`src/rtl/rail_pkg.sv`:
```
// Shared dual-rail type and monotone gate functions.
// Assumes the (true, false) pair convention; (0,0) is the spacer.
package rail_pkg;

    typedef struct packed {
        logic t;
        logic f;
    } rail_t;

    // Dual-rail AND: true when both true, false when either false.
    function automatic rail_t r_and(rail_t x, rail_t y);
        rail_t o;
        o.t = x.t & y.t;
        o.f = x.f | y.f;
        return o;
    endfunction

    // Dual-rail OR: true when either true, false when both false.
    function automatic rail_t r_or(rail_t x, rail_t y);
        rail_t o;
        o.t = x.t | y.t;
        o.f = x.f & y.f;
        return o;
    endfunction

    // Dual-rail XOR built from the four minterm products.
    function automatic rail_t r_xor(rail_t x, rail_t y);
        rail_t o;
        o.t = (x.t & y.f) | (x.f & y.t);
        o.f = (x.t & y.t) | (x.f & y.f);
        return o;
    endfunction

    // Dual-rail select: picks w0 when sel is logical 0, w1 when logical 1.
    function automatic rail_t r_mux(rail_t sel, rail_t w0, rail_t w1);
        rail_t o;
        o.t = (sel.f & w0.t) | (sel.t & w1.t);
        o.f = (sel.f & w0.f) | (sel.t & w1.f);
        return o;
    endfunction

endpackage

```
`src/rtl/rail_phase_ctl.sv`:
```
// Phase generator: alternates precharge (0) and evaluate (1) each edge.
// Assumes synchronous active-low reset; reset lands in precharge.
module rail_phase_ctl (
    input  logic clk,
    input  logic rst_n,
    output logic phase
);

    // Toggle the phase on every edge, hold precharge under reset.
    always_ff @(posedge clk) begin
        if (!rst_n) phase <= 1'b0;
        else        phase <= ~phase;
    end

endmodule

```
`src/rtl/rail_fa_cell.sv`:
```
// One dual-rail bit slice: full adder plus XOR, result picked by op.
// Assumes all rail inputs are spacer or valid codewords; monotone only.
module rail_fa_cell
    import rail_pkg::*;
(
    input  rail_t a,
    input  rail_t b,
    input  rail_t cin,
    input  rail_t op,
    output rail_t res,
    output rail_t cout
);

    rail_t prop;
    rail_t sum;

    // Propagate term doubles as the XOR-mode result.
    always_comb prop = r_xor(a, b);

    // Sum bit of the ripple adder.
    always_comb sum = r_xor(prop, cin);

    // Carry out: generate or propagated carry.
    always_comb cout = r_or(r_and(a, b), r_and(prop, cin));

    // Mode select: logical 0 = add, logical 1 = XOR.
    always_comb res = r_mux(op, sum, prop);

endmodule

```
`src/rtl/rail_flags.sv`:
```
// Dual-rail status flags: zero over the raw result and mode-gated carry.
// Assumes raw inputs are codewords in evaluate and spacer in precharge.
module rail_flags
    import rail_pkg::*;
#(
    parameter int W = 8
) (
    input  logic [W-1:0] rt,
    input  logic [W-1:0] rf,
    input  rail_t        chain,
    input  rail_t        op,
    output rail_t        zf,
    output rail_t        cy
);

    // Zero is true when every bit is logical 0, false when any bit is 1.
    always_comb begin
        zf.t = &rf;
        zf.f = |rt;
    end

    // Carry follows the adder chain in add mode, logical 0 in XOR mode.
    always_comb begin
        cy.t = op.f & chain.t;
        cy.f = (op.f & chain.f) | op.t;
    end

endmodule

```
`src/rtl/rail_code_mon.sv`:
```
// Sticky monitor of the input code discipline for each phase.
// Assumes pairs are sampled at the edge that ends the current phase.
module rail_code_mon #(
    parameter int NP = 17
) (
    input  logic          clk,
    input  logic          rst_n,
    input  logic          phase,
    input  logic [NP-1:0] in_t,
    input  logic [NP-1:0] in_f,
    output logic          err
);

    logic bad_eval;
    logic bad_pre;

    // In evaluate, a pair must have exactly one rail high.
    always_comb bad_eval = |(~(in_t ^ in_f));

    // In precharge, every rail must be low.
    always_comb bad_pre = |(in_t | in_f);

    // Accumulate violations until reset.
    always_ff @(posedge clk) begin
        if (!rst_n) err <= 1'b0;
        else        err <= err | (phase ? bad_eval : bad_pre);
    end

endmodule

```
`src/rtl/rail_alu.sv`:
```
// Dual-rail add/XOR unit with dual-rail carry and zero flags.
// Outputs are forced to spacer in precharge and carry codewords in
// evaluate; assumes the environment follows the phase with its inputs.
module rail_alu
    import rail_pkg::*;
#(
    parameter int W = 8
) (
    input  logic         clk,
    input  logic         rst_n,
    input  logic [W-1:0] a_t,
    input  logic [W-1:0] a_f,
    input  logic [W-1:0] b_t,
    input  logic [W-1:0] b_f,
    input  logic         op_t,
    input  logic         op_f,
    output logic [W-1:0] res_t,
    output logic [W-1:0] res_f,
    output logic         cy_t,
    output logic         cy_f,
    output logic         zf_t,
    output logic         zf_f,
    output logic         phase,
    output logic         enc_err
);

    localparam int NP = 2 * W + 1;

    rail_t [W-1:0] a_r;
    rail_t [W-1:0] b_r;
    rail_t [W-1:0] r_r;
    rail_t [W:0]   c_r;
    rail_t         op_r;
    rail_t         zf_r;
    rail_t         cy_r;
    logic  [W-1:0] raw_t;
    logic  [W-1:0] raw_f;

    // Pack the select pair.
    always_comb begin
        op_r.t = op_t;
        op_r.f = op_f;
    end

    // Carry-in is logical 0, formed from the select rails so it stays
    // spacer whenever the select is spacer.
    always_comb begin
        c_r[0].t = 1'b0;
        c_r[0].f = op_t | op_f;
    end

    generate
        for (genvar i = 0; i < W; i++) begin : g_bit
            assign a_r[i].t = a_t[i];
            assign a_r[i].f = a_f[i];
            assign b_r[i].t = b_t[i];
            assign b_r[i].f = b_f[i];

            rail_fa_cell u_cell (
                .a    (a_r[i]),
                .b    (b_r[i]),
                .cin  (c_r[i]),
                .op   (op_r),
                .res  (r_r[i]),
                .cout (c_r[i+1])
            );

            assign raw_t[i] = r_r[i].t;
            assign raw_f[i] = r_r[i].f;
        end
    endgenerate

    rail_flags #(.W(W)) u_flags (
        .rt    (raw_t),
        .rf    (raw_f),
        .chain (c_r[W]),
        .op    (op_r),
        .zf    (zf_r),
        .cy    (cy_r)
    );

    rail_phase_ctl u_phase (
        .clk   (clk),
        .rst_n (rst_n),
        .phase (phase)
    );

    rail_code_mon #(.NP(NP)) u_mon (
        .clk   (clk),
        .rst_n (rst_n),
        .phase (phase),
        .in_t  ({op_t, b_t, a_t}),
        .in_f  ({op_f, b_f, a_f}),
        .err   (enc_err)
    );

    // Force spacer on every output pair during precharge.
    always_comb begin
        res_t = raw_t & {W{phase}};
        res_f = raw_f & {W{phase}};
        cy_t  = cy_r.t & phase;
        cy_f  = cy_r.f & phase;
        zf_t  = zf_r.t & phase;
        zf_f  = zf_r.f & phase;
    end

endmodule

```
`config.mk`:
```
export PLATFORM = sky130hd
export DESIGN_NAME = rail_alu
export DESIGN_NICKNAME = d
export VERILOG_FILES = /design/src/rtl/rail_pkg.sv /design/src/rtl/rail_phase_ctl.sv /design/src/rtl/rail_fa_cell.sv /design/src/rtl/rail_flags.sv /design/src/rtl/rail_code_mon.sv /design/src/rtl/rail_alu.sv
export SDC_FILE = /design/constraint.sdc
export NUM_CORES = 1
export LEC_CHECK = 0
export BUFFER_PORTS_ARGS = -buffer_cell sky130_fd_sc_hd__buf_2
export CAP_MARGIN = 20
export CORE_AREA = 2 2 60 62
export CTS_CLUSTER_SIZE = 8
export DETAILED_ROUTE_END_ITERATION = 16
export DIE_AREA = 0 0 62 64
export MAX_ROUTING_LAYER = met4
export PLACE_DENSITY = 0.72
export SKIP_CTS_REPAIR_TIMING = 1
export SYNTH_ARGS = -nofsm -noshare
export SYNTH_HDL_FRONTEND = slang
export SYNTH_SLANG_ARGS = --single-unit
```
`constraint.sdc`:
```
create_clock -name clk -period 2.4 [get_ports clk]
set_clock_uncertainty 0.15 [all_clocks]
set_input_delay 0.12 -clock clk [delete_from_list [all_inputs] [get_ports clk]]
set_output_delay 0.12 -clock clk [all_outputs]
set_load 0.005 [all_outputs]
```
==> results.json <==
{
  "rsz0062_at_grt": "yes",
  "netSwitchingPower_mw": 0.2678,
  "fp-row-count": 21,
  "yosys.cell_count.top_type": "sky130_fd_sc_hd__inv_1",
  "worstPathBufferInverterCount": 4,
  "critical_path_cell_count": 12,
  "post_route_drc": 0,
  "slew_viol_final": 0,
  "h_tree_levels": 1,
  "netlist.area_leader.share": 0.1490,
  "die_x_um": 62,
  "synth.area.top_cells": "sky130_fd_sc_hd__ha_1, sky130_fd_sc_hd__inv_1, sky130_fd_sc_hd__nand2_1",
  "path_max_fanout": 5,
  "setup_viol_count_final": 6,
  "synth_area_per_cell_um2": 6.579,
  "cts.sink_count": 2,
  "worst_slack_ns": -0.3316,
  "cts_made_buffers": 3,
  "post_drt_via_cell_ratio": 5.811,
  "max_transition_margin": 0.6089,
  "drtIter0Drc": 199,
  "synth.cell_area_um2": 1428,
  "timing.critical_path.slowest_cell_delay_ns": 0.38,
  "achievable-frequency_mhz": 366.1,
  "switching_share": 0.4479,
  "via_count_of_the_first_global_routing_pass": 1945,
  "power.total_mw": 0.5978,
  "buffer_ports.inserted": 57,
  "n_antenna_cell": 0,
  "r2r_cells": 7,
  "synthToLayoutAreaGrowth_pct": 68.01,
  "grt_first_pass_wirelength_um": 8259,
  "ant_nets": 0,
  "whs_path_depth": 1,
  "yosysUniqueCellTypes": 52,
  "power_leakage_nw": 1.259,
  "yosys_warnings": 0,
  "cp_top_family": "compound AO/OA/AOI/OAI gates",
  "die_area_um2": 3968,
  "gr-total-overflow": 0,
  "num-nets-final": 390,
  "grt_use_total": 0.2689,
  "crit_top_cell": "sky130_fd_sc_hd__o21a_1",
  "drt_pass1_iterations": 6,
  "outcome": "complete, but fails checks",
  "vdd_drop_max_mv": 0.1883,
  "period_needed_ns": 2.732,
  "hold_viol_final": 0,
  "cts.clk_slew.worst_paths_ns": 0.03,
  "cp_data_arrival_time_ns": 2.46,
  "post_synth_most_frequent_cells": "sky130_fd_sc_hd__inv_1, sky130_fd_sc_hd__nand2_1, sky130_fd_sc_hd__ha_1, sky130_fd_sc_hd__nor2_1",
  "initial_core_util": 0.4347,
  "num_io_pins": 58,
  "nFillCells": 261,
  "worstHoldPathType": "reg2reg",
  "die_h_um": 64,
  "async_reset_ff_frac": 0,
  "r2r_setup_slack_ns": 0.77,
  "cell_at_the_root_of_the_clock_tree": "sky130_fd_sc_hd__clkbuf_4",
  "path_cells": "buf_8, clkinvlp_4, ha_4, a21boi_2, maj3_2, a32oi_4, buf_6, a21oi_2, o21a_1, o21a_1, a2111oi_4, buf_2",
  "powerDensity_nw_per_um2": 249.2,
  "ys.flop_type": "sky130_fd_sc_hd__dfxtp_1",
  "critical_path_required_ns": 2.13,
  "routed_wire_length_per_instance_um": 15.73,
  "clock_latency_ns": 0.23,
  "worstSetupPathType": "in2out",
  "maximum_number_of_pins_on_one_net_before_global_route_repair": 15,
  "final_util": 0.7303,
  "number_of_flops_mapped_to_enable_cells_by_yosys": 0,
  "p_comb_frac": 0.811,
  "routabilityCongestion": 0.9501,
  "failed_checks": "negative setup slack",
  "route.vias.total": 2214,
  "proportion_of_power_drawn_by_flip_flops_and_latches": 0.064,
  "timing.final.crit_share": 1.138,
  "seq_area_frac_synth": 0.02805,
  "wirelength_um": 5995,
  "antenna_violations_before_repair": 0,
  "max-cap-violations": 0,
  "total_of_flip_flops_plus_latches_after_synthesis": 2,
  "worst-slew-pin-transition_ns": 0.5793,
  "internal_power_mw": 0.3300,
  "dpl.hpwl_um": 4304,
  "clockPowerShare": 0.125,
  "cts_tree": "done",
  "synth_area_leader_cell": "sky130_fd_sc_hd__ha_1",
  "net_count_after_synthesis": 270,
  "core_region_area_um2": 3284,
  "worst_slack_placed_ns": -0.3332,
  "critPathLaunchType": "primary input",
  "share_of_cells_above_drive_strength_1": 0.4507,
  "cts_buffer_depth": 2,
  "timing.critical_path.slowest_stage_cell": "sky130_fd_sc_hd__maj3_2",
  "netlist_instances": 217,
  "setup.worst_path.end_class": "output port"
}
-- layout by cell type (no fill, tap or decap), types with 4 or more instances in the layout --
cell type                 synthesis  routed
sky130_fd_sc_hd__buf_4            0      59
sky130_fd_sc_hd__buf_2            0      53
sky130_fd_sc_hd__inv_1           36      34
sky130_fd_sc_hd__nand2_1         22      22
sky130_fd_sc_hd__nor2_1          17      16
sky130_fd_sc_hd__ha_1            17      16
sky130_fd_sc_hd__and2_1          10       9
sky130_fd_sc_hd__a21oi_1          9       8
sky130_fd_sc_hd__o22ai_1         10       8
sky130_fd_sc_hd__nand4_1          7       7
sky130_fd_sc_hd__a22oi_1          7       6
sky130_fd_sc_hd__o21ai_0          7       5
sky130_fd_sc_hd__a22o_1           4       4
sky130_fd_sc_hd__o21a_1           4       4
sky130_fd_sc_hd__and4_1           4       4
sky130_fd_sc_hd__or3_1            4       4
sky130_fd_sc_hd__buf_6            0       4
-- state kept, by name (all words and copies together) (netlist names) --
name	count
u_phase.phase	1
u_mon.err	1
-- path summary, 6_finish.rpt --
path | start | endpoint
setup / recovery | op_f | zf_t
hold / removal | u_mon.err | u_mon.err
setup reg to reg | u_phase.phase | u_mon.err
hold reg to reg | u_mon.err | u_mon.err
-- cell type report --
type                       count  area, um^2  share of cell area
clock buffer                   3       22.52            0.009390
inverter                      37       142.6             0.05947
multi-input combinational    175        1358              0.5660
sequential                     2       40.04             0.01669
tap                           46       57.56             0.02400
timing repair buffer         118       778.2              0.3245
-- logic make-up after synthesis --
family / after synthesis / synth area share
compound gates: 75 / 0.3944
fa+ha+maj: 19 / 0.1639
simple gates: 81 / 0.3085
buf+inv: 40 / 0.1052
flops: 2 / 0.02805
-- per-layer routing --
layer  global-route usage  vias up  part of all wire
li1                     -     1055                 -
met1               0.3665     1020              0.42
met2               0.4336      126              0.50
met3              0.01417       13             0.064
met4              0.05319        0             0.018
met5                    -        -                 0
-- worst register-to-register path, delay by kind of cell (launching register included) --
kind | cells | cell delay, ns
compound gates | 2 | 0.33
buf+inv | 3 | 0.41
flops | 1 | 0.35
simple gates | 2 | 0.29
-- through the flow --
stage | area [um^2] | std cells | hold slack (ns) | TNS (ns)
after global placement | 2178 | 371 | 0.1892 | -0.5991
after global routing | 2399 | 381 | 0.3800 | -1.578
after floorplan | 1441 | 217 | 0.08757 | 0
after detailed placement | 2178 | 371 | 0.1938 | -0.7977
final | 2399 | 381 | 0.3353 | -1.180
after CTS | 2201 | 374 | -0.03279 | -0.8355
-- power by group through the flow --
stage	clock network (mW)	registers (mW)	logic, mW
after floorplan	0	0.0379	0.201
after global placement	0	0.0381	0.412
after detailed placement	0	0.0382	0.414
after CTS	0.0771	0.0378	0.417
after global routing	0.0822	0.0383	0.525
final	0.0747	0.0381	0.485
Note: power is estimated with default switching activity, not from simulation.
